$ cat config.mk
export PLATFORM = sky130hd
export DESIGN_NAME = adc_irq_unit
export DESIGN_NICKNAME = d
export VERILOG_FILES = /design/src/rtl/adc_irq_pkg.sv /design/src/rtl/adc_irq_ctrl_reg.sv /design/src/rtl/adc_irq_arbiter.sv /design/src/rtl/adc_irq_vec_reg.sv /design/src/rtl/adc_irq_unit.sv
export SDC_FILE = /design/constraint.sdc
export NUM_CORES = 1
export LEC_CHECK = 0
export ABC_AREA = 1
export BUFFER_PORTS_ARGS = -buffer_cell sky130_fd_sc_hd__buf_2
export CORE_AREA = 2 2 46 48
export DETAILED_ROUTE_END_ITERATION = 7
export DIE_AREA = 0 0 48 50
export GPL_TIMING_DRIVEN = 0
export PLACE_DENSITY = 0.75
export SLEW_MARGIN = 0
export SYNTH_ARGS = -nofsm -noshare
export SYNTH_HDL_FRONTEND = slang
export SYNTH_SLANG_ARGS = --single-unit
$ cat constraint.sdc
create_clock -name clk -period 0.9 [get_ports clk]
set_clock_uncertainty 0.1 [all_clocks]
set_input_delay 0.18 -clock clk [delete_from_list [all_inputs] [get_ports clk]]
set_output_delay 0.18 -clock clk [all_outputs]
set_load 0.01 [all_outputs]
$ cat src/rtl/adc_irq_pkg.sv
package adc_irq_pkg;
  localparam int unsigned REG_W = 8;
  localparam int unsigned LVL_W = 3;
  localparam int unsigned BASE_W = REG_W - 2;

  // control register bit positions (decoded by software and the arbiter)
  localparam int unsigned B_EOC_F  = 7;
  localparam int unsigned B_OVR_F  = 6;
  localparam int unsigned B_EOC_EN = 5;
  localparam int unsigned B_OVR_EN = 4;
  localparam int unsigned B_RSVD   = 3;

  localparam logic [LVL_W-1:0] LVL_RST = '1;

  typedef enum logic { SEL_CTRL = 1'b0, SEL_VEC = 1'b1 } reg_sel_e;

  typedef struct packed {
    logic             eoc_f;
    logic             ovr_f;
    logic             eoc_en;
    logic             ovr_en;
    logic [LVL_W-1:0] lvl;
  } ctrl_t;
endpackage

$ cat src/rtl/adc_irq_ctrl_reg.sv
module adc_irq_ctrl_reg
  import adc_irq_pkg::*;
(
  input  logic             clk,
  input  logic             rst_n,
  input  logic             wr,
  input  logic [REG_W-1:0] wdata,
  input  logic             eoc_set,
  input  logic             ovr_set,
  output ctrl_t            ctrl,
  output logic [REG_W-1:0] rdata
);
  ctrl_t q;

  always_ff @(posedge clk or negedge rst_n) begin
    if (!rst_n) begin
      q.eoc_f  <= 1'b0;
      q.ovr_f  <= 1'b0;
      q.eoc_en <= 1'b0;
      q.ovr_en <= 1'b0;
      q.lvl    <= LVL_RST;
    end else if (wr) begin
      // a hardware set in the same cycle overrides a software clear
      q.eoc_f  <= wdata[B_EOC_F] | eoc_set;
      q.ovr_f  <= wdata[B_OVR_F] | ovr_set;
      q.eoc_en <= wdata[B_EOC_EN];
      q.ovr_en <= wdata[B_OVR_EN];
      q.lvl    <= wdata[LVL_W-1:0];
    end else begin
      q.eoc_f  <= q.eoc_f | eoc_set;
      q.ovr_f  <= q.ovr_f | ovr_set;
    end
  end

  assign ctrl  = q;
  assign rdata = {q.eoc_f, q.ovr_f, q.eoc_en, q.ovr_en, 1'b1, q.lvl};
endmodule

$ cat src/rtl/adc_irq_arbiter.sv
module adc_irq_arbiter
  import adc_irq_pkg::*;
(
  input  ctrl_t ctrl,
  input  logic  ws_cur,
  output logic  req,
  output logic  ws_next
);
  logic ovr_act;
  logic eoc_act;

  always_comb begin
    ovr_act = ctrl.ovr_f & ctrl.ovr_en;
    eoc_act = ctrl.eoc_f & ctrl.eoc_en;
    req     = ovr_act | eoc_act;
    // watchdog selects the lower word and wins over end-of-conversion
    if (ovr_act)      ws_next = 1'b0;
    else if (eoc_act) ws_next = 1'b1;
    else              ws_next = ws_cur;
  end
endmodule

$ cat src/rtl/adc_irq_vec_reg.sv
module adc_irq_vec_reg
  import adc_irq_pkg::*;
(
  input  logic             clk,
  input  logic             rst_n,
  input  logic             wr,
  input  logic [REG_W-1:0] wdata,
  input  logic             ack,
  input  logic             ws_next,
  output logic             ws,
  output logic [REG_W-1:0] vec
);
  logic [BASE_W-1:0] base_q;
  logic              ws_q;

  always_ff @(posedge clk or negedge rst_n) begin
    if (!rst_n) begin
      base_q <= '0;
    end else if (wr) begin
      base_q <= wdata[REG_W-1:2];
    end
  end

  always_ff @(posedge clk or negedge rst_n) begin
    if (!rst_n) begin
      ws_q <= 1'b1;
    end else if (ack) begin
      ws_q <= ws_next;
    end
  end

  assign ws  = ws_q;
  assign vec = {base_q, ws_q, 1'b0};
endmodule

$ cat src/rtl/adc_irq_unit.sv
module adc_irq_unit
  import adc_irq_pkg::*;
#(
  parameter int unsigned NUM_MON = 2
) (
  input  logic               clk,
  input  logic               rst_n,
  input  logic               reg_addr,
  input  logic               reg_wr,
  input  logic [7:0]         reg_wdata,
  output logic [7:0]         reg_rdata,
  input  logic               eoc_done,
  input  logic [NUM_MON-1:0] ovr_hit,
  input  logic               irq_ack,
  output logic               irq_req,
  output logic [2:0]         irq_level,
  output logic [7:0]         irq_vector
);
  ctrl_t            ctrl;
  logic [REG_W-1:0] ctrl_rd;
  logic [REG_W-1:0] vec_rd;
  logic             ws;
  logic             ws_next;
  logic             wr_ctrl;
  logic             wr_vec;
  logic             ovr_any;

  assign wr_ctrl = reg_wr & (reg_sel_e'(reg_addr) == SEL_CTRL);
  assign wr_vec  = reg_wr & (reg_sel_e'(reg_addr) == SEL_VEC);
  assign ovr_any = |ovr_hit;

  adc_irq_ctrl_reg u_ctrl (
    .clk     (clk),
    .rst_n   (rst_n),
    .wr      (wr_ctrl),
    .wdata   (reg_wdata),
    .eoc_set (eoc_done),
    .ovr_set (ovr_any),
    .ctrl    (ctrl),
    .rdata   (ctrl_rd)
  );

  adc_irq_arbiter u_arb (
    .ctrl    (ctrl),
    .ws_cur  (ws),
    .req     (irq_req),
    .ws_next (ws_next)
  );

  adc_irq_vec_reg u_vec (
    .clk     (clk),
    .rst_n   (rst_n),
    .wr      (wr_vec),
    .wdata   (reg_wdata),
    .ack     (irq_ack),
    .ws_next (ws_next),
    .ws      (ws),
    .vec     (vec_rd)
  );

  assign reg_rdata  = (reg_sel_e'(reg_addr) == SEL_VEC) ? vec_rd : ctrl_rd;
  assign irq_level  = ctrl.lvl;
  assign irq_vector = vec_rd;
endmodule

# Yosys cells after proc, flatten, opt, wreduce, memory -nomap -nowiden
# Cells that the tools add are included.
# word_totals
ff_bits	14
inputBits	16
out_inout_bits	20
elab_cells	24
# classes
n_mux	4
n_bitwise	10
reduce_logical	3
# ops
op	count
$mux W8	1
$or A1 B1 Y1	5
$and A1 B1 Y1	4
$mux W1	2
$mux W2	1
$reduce_and A2 Y1	1
$reduce_bool A2 Y1	1
$reduce_or A2 Y1	1
$not A1 Y1	1

# Depth between registers and ports, before layout
# Gate-level depths: netlist of the first run.
# logic_depth
word_depth	3
ltp_mapped	4
depth_no_buf	4

# Cells and area by module
# Synthesis of the first run repeated with hierarchy kept, for this count alone.
# unflattened
cells_unflattened	112
hier_area_um2	802.0
# by_module_without_submodules
module	n_inst	cells_each	area_each_um2	seq_area_each_um2
adc_irq_ctrl_reg	1	41	369.1	178.9
adc_irq_vec_reg	1	33	281.5	176.4
adc_irq_unit	1	31	122.6	0.0
adc_irq_arbiter	1	7	28.8	0.0

# Worst setup path before layout of the first run
# No wires, ideal clock.
# synth_timing
path_type	reg-to-output
from	register u_vec.ws_q (netlist: u_vec.ws)
to	output port reg_rdata[1]
arrival_time_ps	820
required_time_ps	620
setup_slack_ps	-200
stages_incl_launch_ff	3
path_buffers	0
path_cell_list	dfstp_2 > inv_1 > o21ai_0
# synth_between
elab_chain_len	1
# synth_lines
item	line_no	rtl
start, declared	adc_irq_vec_reg.sv:14	logic ws_q;
start signal, assigned	adc_irq_vec_reg.sv:28	ws_q <= ws_next;
$mux W8	adc_irq_unit.sv:61	assign reg_rdata = (reg_sel_e'(reg_addr) == SEL_VEC) ? vec_rd : ctrl_rd;
end, declared	adc_irq_unit.sv:11	output logic [7:0] reg_rdata,
# No other way between the ends.

# Final worst setup path of the first run
# layout_timing
from	register u_ctrl.q, in the netlist u_ctrl.ctrl[1]
to	output port reg_rdata[1]
# layout_between
elab_chain_len	1
# layout_lines
item	line_no	rtl
start, declared	adc_irq_ctrl_reg.sv:13	ctrl_t q;
$mux W8	adc_irq_unit.sv:61	
# No other way between the ends.

==> summary.txt, run 1 <==
Cells and area
  – Area grow syn2layout: 55.0%
  – Fillers: 178
  – ANT cells: 0
  – Layout cells sized above 1: roughly 51%
  – Nets: 153
  – Final Non-Filler Cells: 163
  – Finished Cell Area: 1100 um^2

Yosys
  – Post-synth top area cell: dfrtp_1
  – Synth area leaders: dfrtp_1 35%, nand2_1 16%, dfstp_2 15%, o21ai_0 7.1%, nand3_1 6.4%
  – Post-Synth Simple-Gate Area: a little over a quarter
  – Mapped Avg Cell Area: 7.85 um^2
  – Synth Flop Type: dfrtp_1
  – Synth Area in Adders: 0%
  – Post-synth EDFFs: 0
  – Syn Inst Count: 90
  – Xor/xnor share of the synthesized area: 0%
  – Yosys reg bits: 14
  – Cell with the most instances after synthesis: nand2_1
  – Post-synthesis compound-gate area fraction: 8.50%
  – Post-synth top cells: 30 x nand2_1, 10 x dfrtp_1, 10 x inv_1, 10 x o21ai_0, 9 x nand3_1
  – Share of the yosys chip area belonging to registers: about half
  – Ys Warns: 0
  – Yosys cell types: 14
  – Post-synthesis cell area: 707 um^2
  – Syn Nets: 106
  – Yosys top cell area share: 35.4%
  – Post-synth ARST share: between 90% and 100%
  – Multiplexer share of the synthesized area: 0%
  – Main combinational cell family by area after synthesis: simple AND/OR/NAND/NOR gates

Pwr
  – Int Pwr: 1.30 mW
  – Net switching power: 0.552 mW
  – Clock share of power: 24.2%
  – Lkg Pwr: 0.602 nW
  – Sw frac: 29.7%
  – Pwr Density: 1690 nW/um^2
  – Max VDD drop: 0.000934 V
  – Combinational Power Share: about a third
  – PnR Total Power: 1.86 mW
  – Power share of the sequential group: 42.7%

Drt
  – DR iter-0 viols: 8
  – Drt wl/cell: 10.7 um
  – Vias post-DR: 726
  – WL final: 1740 um
  – Vias per cell: 4.45
  – Antenna viol nets, final: 0
  – 1st-pass router iterations: 4
  – Drt drc: 0

Setup path
  – Crit path kind: reg2out
  – Required time of the critical path: 0.62 ns
  – Register-to-Register Path Depth: 3
  – Crit path max fanout: 3
  – Worst endpoint data arrival time: 1.08 ns
  – Crit end category: output pin
  – Crit path launch type: flop

Hold path
  – Hold path depth: 3
  – HP Class: in2reg

Clock tree
  – CTS tree: yes
  – Clock Path Buffers: 2
  – CTS root buf: clkbuf_4
  – H-tree levels: 1
  – Skew-Pair Late Insertion Delay: 0.28 ns
  – Clock Pin Slew Worst Setup and Hold Paths: 0.08 ns
  – # clock sinks: 14
  – Num CTS Buffers: 3

Timing
  – Crit path time final: 1.36 ns
  – Final Hold Violating Endpoints: 0
  – Final setup vio count: 20
  – Max Slew Vio Count: 0
  – Final hold slack: 0.00157 ns
  – RSZ-0062 raised after global routing: yes
  – Fin crit share: 151%
  – Fmax: 0.737 GHz
  – Final setup margin: -0.457 ns
  – TNS Setup: -6.16 ns

Placed design
  – Global placement routability congestion: 0.802
  – Dpl hpwl: 1240 um
  – Dpl cells: 150
  – IO buf count: 33
  – Post-DP Area: 931 um^2

Job
  – Maxcap violations: 0

GRT
  – All-layer global routing usage: 16.7%
  – Vias in the first global route: between 600 and 700
  – Initial antenna violation count: 0
  – First-pass GRT wire length: 2820 um
  – GRT overflow: 0
  – Largest net degree at the start of global routing: 15

Status
  – Violated checks: negative setup slack
  – Status: finished with violations

Die
  – CORE AREA: 1900 um^2
  – Row count: 16
  – Io pins: 36
  – Die H: 50 um
  – Full die area: 2400 um^2
  – Die X: 48 um
  – Starting density of the core: 37.2%
[worst max-delay path, stage by stage (launching register included)]
cell and delay (ns):
dfstp_2 0.56, nand2_2 0.06, o21ai_2 0.05, buf_2 0.13
[metal layers]
metal / up-vias / track usage (%) / share of wire [%]
li1: 371 / - / -
met1: 324 / 20.3 / 42
met2: 29 / 27.3 / 52
met3: 2 / 1.47 / 5.5
met4: 0 / 9.46 / 1.2
met5: - / 0 / 0
[final timing paths]
check | from | to | slack [ns]
max | u_ctrl.ctrl[1] | reg_rdata[1] | -0.46
min | ovr_hit[0] | u_ctrl.ctrl[5] | 0.002
max reg2reg | u_vec.ws | u_vec.ws | -0.07
min reg2reg | u_ctrl.ctrl[0] | u_ctrl.ctrl[0] | 0.39
max in group asynchronous | rst_n | u_ctrl.ctrl[1] | 0.19
min in group asynchronous | rst_n | u_vec.base_q[1] | 0.22
[area by class of cell]
type | count | area, um^2 | share of cell area [%]
flip-flops and latches | 14 | 355 | 32.4
multi-input cells | 58 | 283 | 25.8
repair buffers | 42 | 279 | 25.5
plain buffers | 7 | 67.6 | 6.16
inverters | 11 | 41.3 | 3.77
clock buffers | 4 | 36.3 | 3.31
well taps | 27 | 33.8 | 3.08
[registers in the layout, summed over array words and instances (netlist names)]
register / flops
u_vec.base_q: 6
u_vec.ws: 1
u_ctrl.ctrl: 7
[layout by cell type, fill, tap and decap left out, types with 2 or more instances in the layout]
master          n
dlygate4sd3_1   2
nand2_1        28
clkbuf_4        3
buf_6          11
buf_4           9
nor2_1          3
o21ai_0         3
dfrtp_1        10
buf_2          27
inv_1           5
nand2_2         3
nand3_1         8
inv_2           6
o21ai_2         2
o21ai_1         5
dfstp_2         4
[power by group through the flow]
stage               sequential, mW  clock [mW]  combinational [mW]
floorplan                    0.806           0               0.270
global placement             0.793           0               0.460
detailed placement           0.800           0               0.473
CTS                          0.790       0.463               0.570
global route                 0.801       0.502               0.684
finish                       0.792       0.449               0.615
[what timing repair did]
item / CTS / global route
setup buffers: 5 / 4
resized for setup: 11 / 7
pin swaps: 5 / 4
hold buffers: 1 / 1
endpoints found under the hold margin: 15 / 2
cloned: 0 / 0
endpoints found under the setup margin: 20 / 23
[logic make-up (layout without fill, tap and decap cells)]
family / count (synthesis) / after routing
AOI/OAI and AO/OA: 12 / 12
other: 1 / 1
DFF: 14 / 14
and+or+nand+nor: 45 / 45
buffers and inverters: 18 / 64
[metrics by stage]
step           utilization, %  setup WS, ns
2_1_floorplan               -       -0.0784
5_1_grt                  57.6        -0.512
3_5_place_dp             48.9        -0.171
6_report                 57.6        -0.457
4_1_cts                  55.5        -0.473
3_3_place_gp             48.9        -0.162
(Power assumes the default switching activity.)
==> run 2: changes to the inputs <==
--- a/config.mk
+++ b/config.mk
@@ -11,7 +11,7 @@
 export DETAILED_ROUTE_END_ITERATION = 7
 export DIE_AREA = 0 0 48 50
 export GPL_TIMING_DRIVEN = 0
-export PLACE_DENSITY = 0.75
+export PLACE_DENSITY = 0.73
 export SLEW_MARGIN = 0
 export SYNTH_ARGS = -nofsm -noshare
 export SYNTH_HDL_FRONTEND = slang
==> constraint.sdc (replaced) <==
create_clock -name clk -period 1.62 [get_ports clk]
set_clock_uncertainty 0.1 [all_clocks]
set_input_delay 0.324 -clock clk [delete_from_list [all_inputs] [get_ports clk]]
set_output_delay 0.324 -clock clk [all_outputs]
set_load 0.01 [all_outputs]
==> run 2 against run 1 <==
Against the previous run: the run now ends clean; core utilization fell by 7.6 points; routed wire length fell by 9.9%; sequential cell count did not move; register-to-register slack improved by 0.81 ns; cell count fell by 4.9%; critical endpoint unchanged; largest power group unchanged.
==> summary.txt, run 2 (synthesized netlist as in run 1, its figures left out) <==
Setup path
  – Worst endpoint data arrival time: 1.09 ns (about the same)
  – Cell family with the largest share of critical-path delay: flip-flops
  – Levels on crit path: 3 (unchanged)
  – Crit path launch type: flop
  – Required time of the critical path: 1.20 ns (+0.58 ns)
  – Slowest-stage cell, CP: dfstp_2
  – CP peak stage delay: 0.53 ns (-0.03 ns)
  – R2r setup slk: 0.74 ns (+0.81 ns)
  – Crit path max fanout: 2 (-1)
  – Crit end category: output pin
  – Buf/Inv on CP: 2 (+1)
  – Register-to-Register Path Depth: 2 (-1)
  – Critical-path cell list: inv_1 -> o21ai_1 -> buf_2
  – Crit path kind: reg2out

Placed design
  – IO buf count: 33 (unchanged)
  – Dpl cells: 150 (unchanged)
  – Dpl ws: 0.262 ns (+0.433 ns)
  – Dpl hpwl: 1170 um (-5.9%)
  – Global placement routability congestion: 0.746 (-6.9%)
  – Post-DP Area: 906 um^2 (-2.7%)

GRT
  – All-layer global routing usage: 14.4% (-2.3 points)
  – First-pass GRT wire length: 2410 um (-15%)
  – Initial antenna violation count: 0 (unchanged)
  – GRT overflow: 0 (unchanged)
  – Vias in the first global route: 547 (-19%)
  – Largest net degree at the start of global routing: 15 (unchanged)

Die
  – Full die area: 2400 um^2 (unchanged)
  – Die H: 50 um (unchanged)
  – Die X: 48 um (unchanged)
  – Row count: 16 (unchanged)
  – Starting density of the core: 37.2% (unchanged)
  – CORE AREA: 1900 um^2 (unchanged)
  – Io pins: 36 (unchanged)

Pwr
  – Lkg Pwr: 0.551 nW (-8.6%)
  – Pwr Density: 975 nW/um^2 (-42%)
  – PnR Total Power: 0.928 mW (-50%)
  – Max VDD drop: 0.000554 V (-41%)

Clock tree
  – Clock Path Buffers: 2 (unchanged)
  – CTS root buf: clkbuf_4
  – Post CTS Setup Buffer Count: 0 (-5)
  – Clock Pin Slew Worst Setup and Hold Paths: 0.09 ns (about the same)
  – Num CTS Buffers: 3 (unchanged)
  – H-tree levels: 1 (unchanged)
  – CTS tree: yes
  – # clock sinks: 14 (unchanged)
  – Skew-Pair Late Insertion Delay: 0.27 ns (about the same)

Hold path
  – HP Class: in2reg
  – Hold path depth: 3 (unchanged)

Job
  – Maxcap violations: 0 (unchanged)

Drt
  – Vias post-DR: 669 (-7.9%)
  – Drt drc: 0 (unchanged)
  – Vias per cell: 4.32 (-3.1%)
  – 1st-pass router iterations: 4 (unchanged)
  – DR iter-0 viols: 18 (+10)
  – Drt wl/cell: 10.1 um (-5.3%)
  – Antenna viol nets, final: 0 (unchanged)
  – WL final: 1570 um (-9.9%)

Cells and area
  – Nets: 145 (-5.2%)
  – Commonest cells after routing, fill and taps aside: 33 x buf_2, 30 x nand2_1, 10 x inv_1, 10 x dfrtp_1
  – Post-layout util: 50.1% (-7.6 points)
  – Area grow syn2layout: 34.7%
  – Layout cells sized above 1: 39.8% (-12 points)
  – Commonest non-fill, non-tap cell in the layout: buf_2
  – Finished Cell Area: 952 um^2 (-13%)
  – Number of flip-flops in the largest register: 7 (unchanged)
  – Final Non-Filler Cells: 155 (-4.9%)
  – ANT cells: 0 (unchanged)

Timing
  – Final hold slack: 0.145 ns (+0.143 ns)
  – Crit path time final: between 1.5 and 2 ns
  – TNS Setup: 0 ns (+6.16 ns)
  – Max Slew Vio Count: 0 (unchanged)
  – Fin crit share: 93.5%
  – Final setup margin: 0.105 ns (+0.563 ns)
  – Final setup vio count: 0 (-100%)
  – RSZ-0062 raised after global routing: no
  – Final Hold Violating Endpoints: 0 (unchanged)
  – Fmax: 0.660 GHz

Status
  – Status: finished clean
==> run 2: final cells by class <==
| type | instances | area, um^2 |
|---|---|---|
| clock buffer | 4 | 36.3 |
| inverter | 11 | 41.3 |
| tap | 27 | 33.8 |
| buffer | 7 | 56.3 |
| sequential | 14 | 355 |
| timing repair buffer | 34 | 175 |
| multi-input combinational | 58 | 254 |
| fill | 187 | 950 |
==> run 2: final timing paths <==
check	startpoint	endpoint
max in group asynchronous	rst_n	u_ctrl.ctrl[2]
setup reg to reg	u_vec.ws	u_vec.ws
hold reg to reg	u_ctrl.ctrl[1]	u_ctrl.ctrl[1]
hold / removal	ovr_hit[0]	u_ctrl.ctrl[5]
min in group asynchronous	rst_n	u_ctrl.ctrl[6]
setup / recovery	u_vec.ws	reg_rdata[1]
==> run 2: per-layer routing <==
layer | wire length, um | global-route usage, % | up-vias
met4 | 19 | 8.11 | 0
li1 | - | - | 349
met5 | 0 | 0 | -
met1 | 741 | 19.5 | 293
met2 | 704 | 20.2 | 25
met3 | 100 | 3.66 | 2
==> run 2: tightest hold or removal path, cell delays in order <==
cell,delay (ns)
buf_2,0.07
nor2_1,0.03
nand3_1,0.06
==> run 2: power breakdown <==
| group | total (mW) | internal (mW) | switching [mW] | leakage, nW |
|---|---|---|---|---|
| combinational | 0.242 | 0.114 | 0.129 | 0.371 |
| sequential | 0.435 | 0.404 | 0.0310 | 0.158 |
| clock | 0.250 | 0.137 | 0.114 | 0.0210 |
| total | 0.928 | 0.655 | 0.274 | 0.551 |
==> run 2: timing repair <==
item,in CTS,in global routing
endpoints found under the hold margin,10,0
hold buffers,1,0
setup endpoints to repair,0,1
resized for setup,0,1
==> run 3: changes to the inputs <==
--- a/config.mk
+++ b/config.mk
@@ -5,7 +5,6 @@
 export SDC_FILE = /design/constraint.sdc
 export NUM_CORES = 1
 export LEC_CHECK = 0
-export ABC_AREA = 1
 export BUFFER_PORTS_ARGS = -buffer_cell sky130_fd_sc_hd__buf_2
 export CORE_AREA = 2 2 46 48
 export DETAILED_ROUTE_END_ITERATION = 7
==> run 3 against run 2 <==
Against the previous run: first-iteration DRC count decreased by 50%; power decreased by 0.89%; sequential power increased by 3%; critical path type is now in2out.
==> summary.txt, run 3 <==
Status
  – Status: finished clean

Yosys
  – Post-synth top area cell: dfrtp_1
  – Post-synth EDFFs: 0 (unchanged)
  – Syn Nets: 72 (-32%)
  – Ys Warns: 0 (unchanged)
  – Yosys reg bits: 14 (unchanged)
  – Yosys top cell area share: 35.0% (-0.37 points)
  – Post-synth ARST share: 100% (unchanged)
  – Post-synthesis cell area: 714 um^2 (+1.1%)
  – Mapped Avg Cell Area: 12.8 um^2 (+62%)
  – Post-synth top cells: 10 x dfrtp_1, 10 x mux2_2, 6 x buf_4, 5 x mux2_4, 4 x dfstp_2
  – Synth area leaders: dfrtp_1 35%, mux2_2 16%, dfstp_2 15%, mux2_4 11%, buf_4 6.3%
  – Yosys cell types: 19 (+5)
  – Share of the yosys chip area belonging to registers: 49.7% (-0.53 points)
  – Syn Inst Count: 56 (-38%)
  – Synth Flop Type: dfrtp_1

Cells and area
  – ANT cells: 0 (unchanged)
  – Nets: 112 (-23%)
  – Number of flip-flops in the largest register: 7 (unchanged)
  – Fillers: 187 (unchanged)
  – Area grow syn2layout: 33.1%
  – Multi-input logic area: 292 um^2 (+15%)
  – Final Non-Filler Cells: 121 (-22%)
  – Commonest non-fill, non-tap cell in the layout: buf_2
  – Layout cells sized above 1: 69.1% (+29 points)
  – Area occupied by registers: 355 um^2 (unchanged)
  – Commonest cells after routing, fill and taps aside: 34 x buf_2, 10 x mux2_2, 10 x dfrtp_1

Pwr
  – Net switching power: 0.258 mW (-5.5%)
  – Clock share of power: 20.4% (-6.6 points)
  – Lkg Pwr: 0.478 nW (-13%)
  – Pwr Density: 967 nW/um^2 (-0.76%)
  – Sw frac: 28.1% (-1.4 points)
  – Max VDD drop: 0.000434 V (-22%)
  – Combinational Power Share: 30.7% (+4.6 points)
  – Power share of the sequential group: 48.9% (+2.0 points)
  – PnR Total Power: 0.920 mW (-0.89%)
  – Int Pwr: 0.661 mW (+1.0%)

Setup path
  – Worst endpoint data arrival time: 1.14 ns (+0.05 ns)
  – Slowest-stage cell, CP: mux2_2
  – R2r setup slk: 0.71 ns (-0.03 ns)
  – Register-to-Register Path Depth: 1 (-1)
  – Crit path kind: in2out
  – Crit path launch type: primary input
  – Cell family with the largest share of critical-path delay: buffers and inverters
  – Crit end category: output pin
  – CP Launch Point: reg_addr
  – Critical Path Sink: reg_rdata[5]
  – Crit path max fanout: 10 (+8)
  – Critical-path cell list: buf_2 -> buf_4 -> mux2_2 -> buf_2
  – Buf/Inv on CP: 3 (+1)
  – Required time of the critical path: 1.20 ns (about the same)
  – CP peak stage delay: 0.34 ns (-0.19 ns)
  – FF-to-FF End: u_ctrl.ctrl[4]
  – Critical Path Most Common Cell: buf_2
  – FF-to-FF Start: u_ctrl.ctrl[4]
  – Levels on crit path: 4 (+1)

Timing
  – Final Hold Violating Endpoints: 0 (unchanged)
  – Fmax: 0.638 GHz (-3.4%)
  – Max Slew Vio Count: 0 (unchanged)
  – Final hold slack: 0.125 ns (-0.0201 ns)
  – Final setup vio count: 0 (unchanged)
  – TNS Setup: 0 ns (unchanged)
  – RSZ-0062 raised after global routing: no
  – Crit path time final: 1.57 ns (+0.0536 ns)
  – Fin crit share: 96.8% (+3.3 points)

Drt
  – WL final: 1480 um (-5.5%)
  – Antenna viol nets, final: 0 (unchanged)
  – 1st-pass router iterations: 4 (unchanged)
  – Uppermost routed layer: met4
  – DR iter-0 viols: 9 (-9)
  – Vias post-DR: 556 (-17%)
  – Met3 wire len: 93 um (-7.0%)
  – Met2 routed wirelength: 735 um (+4.4%)
  – M1 wire length: 634 um (-14%)
  – Vias per cell: 4.60 (+6.5%)
  – Drt wl/cell: 12.2 um (+21%)
  – Drt drc: 0 (unchanged)

Clock tree
  – Clock Path Buffers: 2 (unchanged)
  – Num CTS Buffers: 3 (unchanged)
  – Clock Pin Slew Worst Setup and Hold Paths: 0.08 ns (about the same)
  – CTS root buf: clkbuf_4
  – H-tree levels: 1 (unchanged)
  – Post CTS Setup Buffer Count: 0 (unchanged)
  – # clock sinks: 14 (unchanged)
  – CTS tree: yes
  – Skew-Pair Late Insertion Delay: 0.27 ns (about the same)

GRT
  – GRT overflow: 0 (unchanged)
  – Vias in the first global route: 547 (unchanged)
  – All-layer global routing usage: 14.2% (-0.22 points)
  – Largest net degree at the start of global routing: 15 (unchanged)
  – First-pass GRT wire length: 2370 um (-1.5%)
  – Initial antenna violation count: 0 (unchanged)

Die
  – Io pins: 36 (unchanged)
  – CORE AREA: 1900 um^2 (unchanged)
  – Die H: 50 um (unchanged)
  – Starting density of the core: 37.6% (+0.39 points)
  – Die X: 48 um (unchanged)
  – Row count: 16 (unchanged)
  – Full die area: 2400 um^2 (unchanged)

Job
  – Maxcap violations: 0 (unchanged)

Placed design
  – Global placement routability congestion: 0.728 (-2.4%)
  – Dpl cells: 117 (-22%)
  – IO buf count: 34 (+3.0%)

Hold path
  – Hold path depth: 2 (-1)
  – HP Class: in2reg
==> run 3: cell types whose count changed after synthesis, sizes merged, moves of 3 or more <==
cell and delta:
inv -8, mux2 +15, nand2 -29, nand3 -9, nor2 -3, o21ai -8
==> run 3: worst min path at each step <==
stage | startpoint | end | slack (ns)
2_1_floorplan | rst_n | u_ctrl.ctrl[3] | -0.07
3_3_place_gp | rst_n | u_ctrl.ctrl[3] | 0.13
3_5_place_dp | rst_n | u_ctrl.ctrl[3] | 0.13
4_1_cts | irq_ack | u_vec.ws | 0.12
5_1_grt | irq_ack | u_vec.ws | 0.14
6_report | irq_ack | u_vec.ws | 0.12
==> run 3: per-stage QoR <==
stage	setup slack, ns	util, %	instance area, um^2
6_report	0.0515	50.0	951
3_5_place_dp	0.0477	48.3	918
4_1_cts	0.0433	50.0	951
5_1_grt	0.00491	50.0	951
2_1_floorplan	0.393	-	714
3_3_place_gp	0.0511	48.3	918
==> run 3: what timing repair did <==
item / in CTS / in global routing
endpoints found under the hold margin: 10 / 0
resized for setup: 0 / 0
hold buffers: 1 / 0
endpoints found under the setup margin: 0 / 0
==> run 3: routing by layer <==
layer	global-route usage (%)	vias up
met5	0	-
li1	-	266
met4	8.11	0
met2	22.4	24
met1	16.7	264
met3	3.30	2
==> run 3: cell families after synthesis <==
kind of cell	after synthesis	share of synthesized area [%]
mux	15	26.3
flops	14	49.7
buf+inv	10	9.46
simple gates	9	7.53
compound gates	7	6.48
other cells	1	0.525
==> run 3: cell type report <==
| type | instances | area share [%] |
|---|---|---|
| plain buffers | 7 | 5.92 |
| well taps | 27 | 3.55 |
| repair buffers | 35 | 18.9 |
| clock buffers | 3 | 2.37 |
| inverters | 3 | 1.18 |
| multi-input cells | 32 | 30.7 |
| flip-flops and latches | 14 | 37.4 |
==> run 3: power by group through the flow <==
stage | clock network, mW | registers, mW | logic, mW
after detailed placement | 0 | 0.456 | 0.283
final | 0.188 | 0.449 | 0.283
after global placement | 0 | 0.452 | 0.280
after global routing | 0.209 | 0.457 | 0.313
after floorplan | 0 | 0.458 | 0.164
after CTS | 0.195 | 0.450 | 0.287
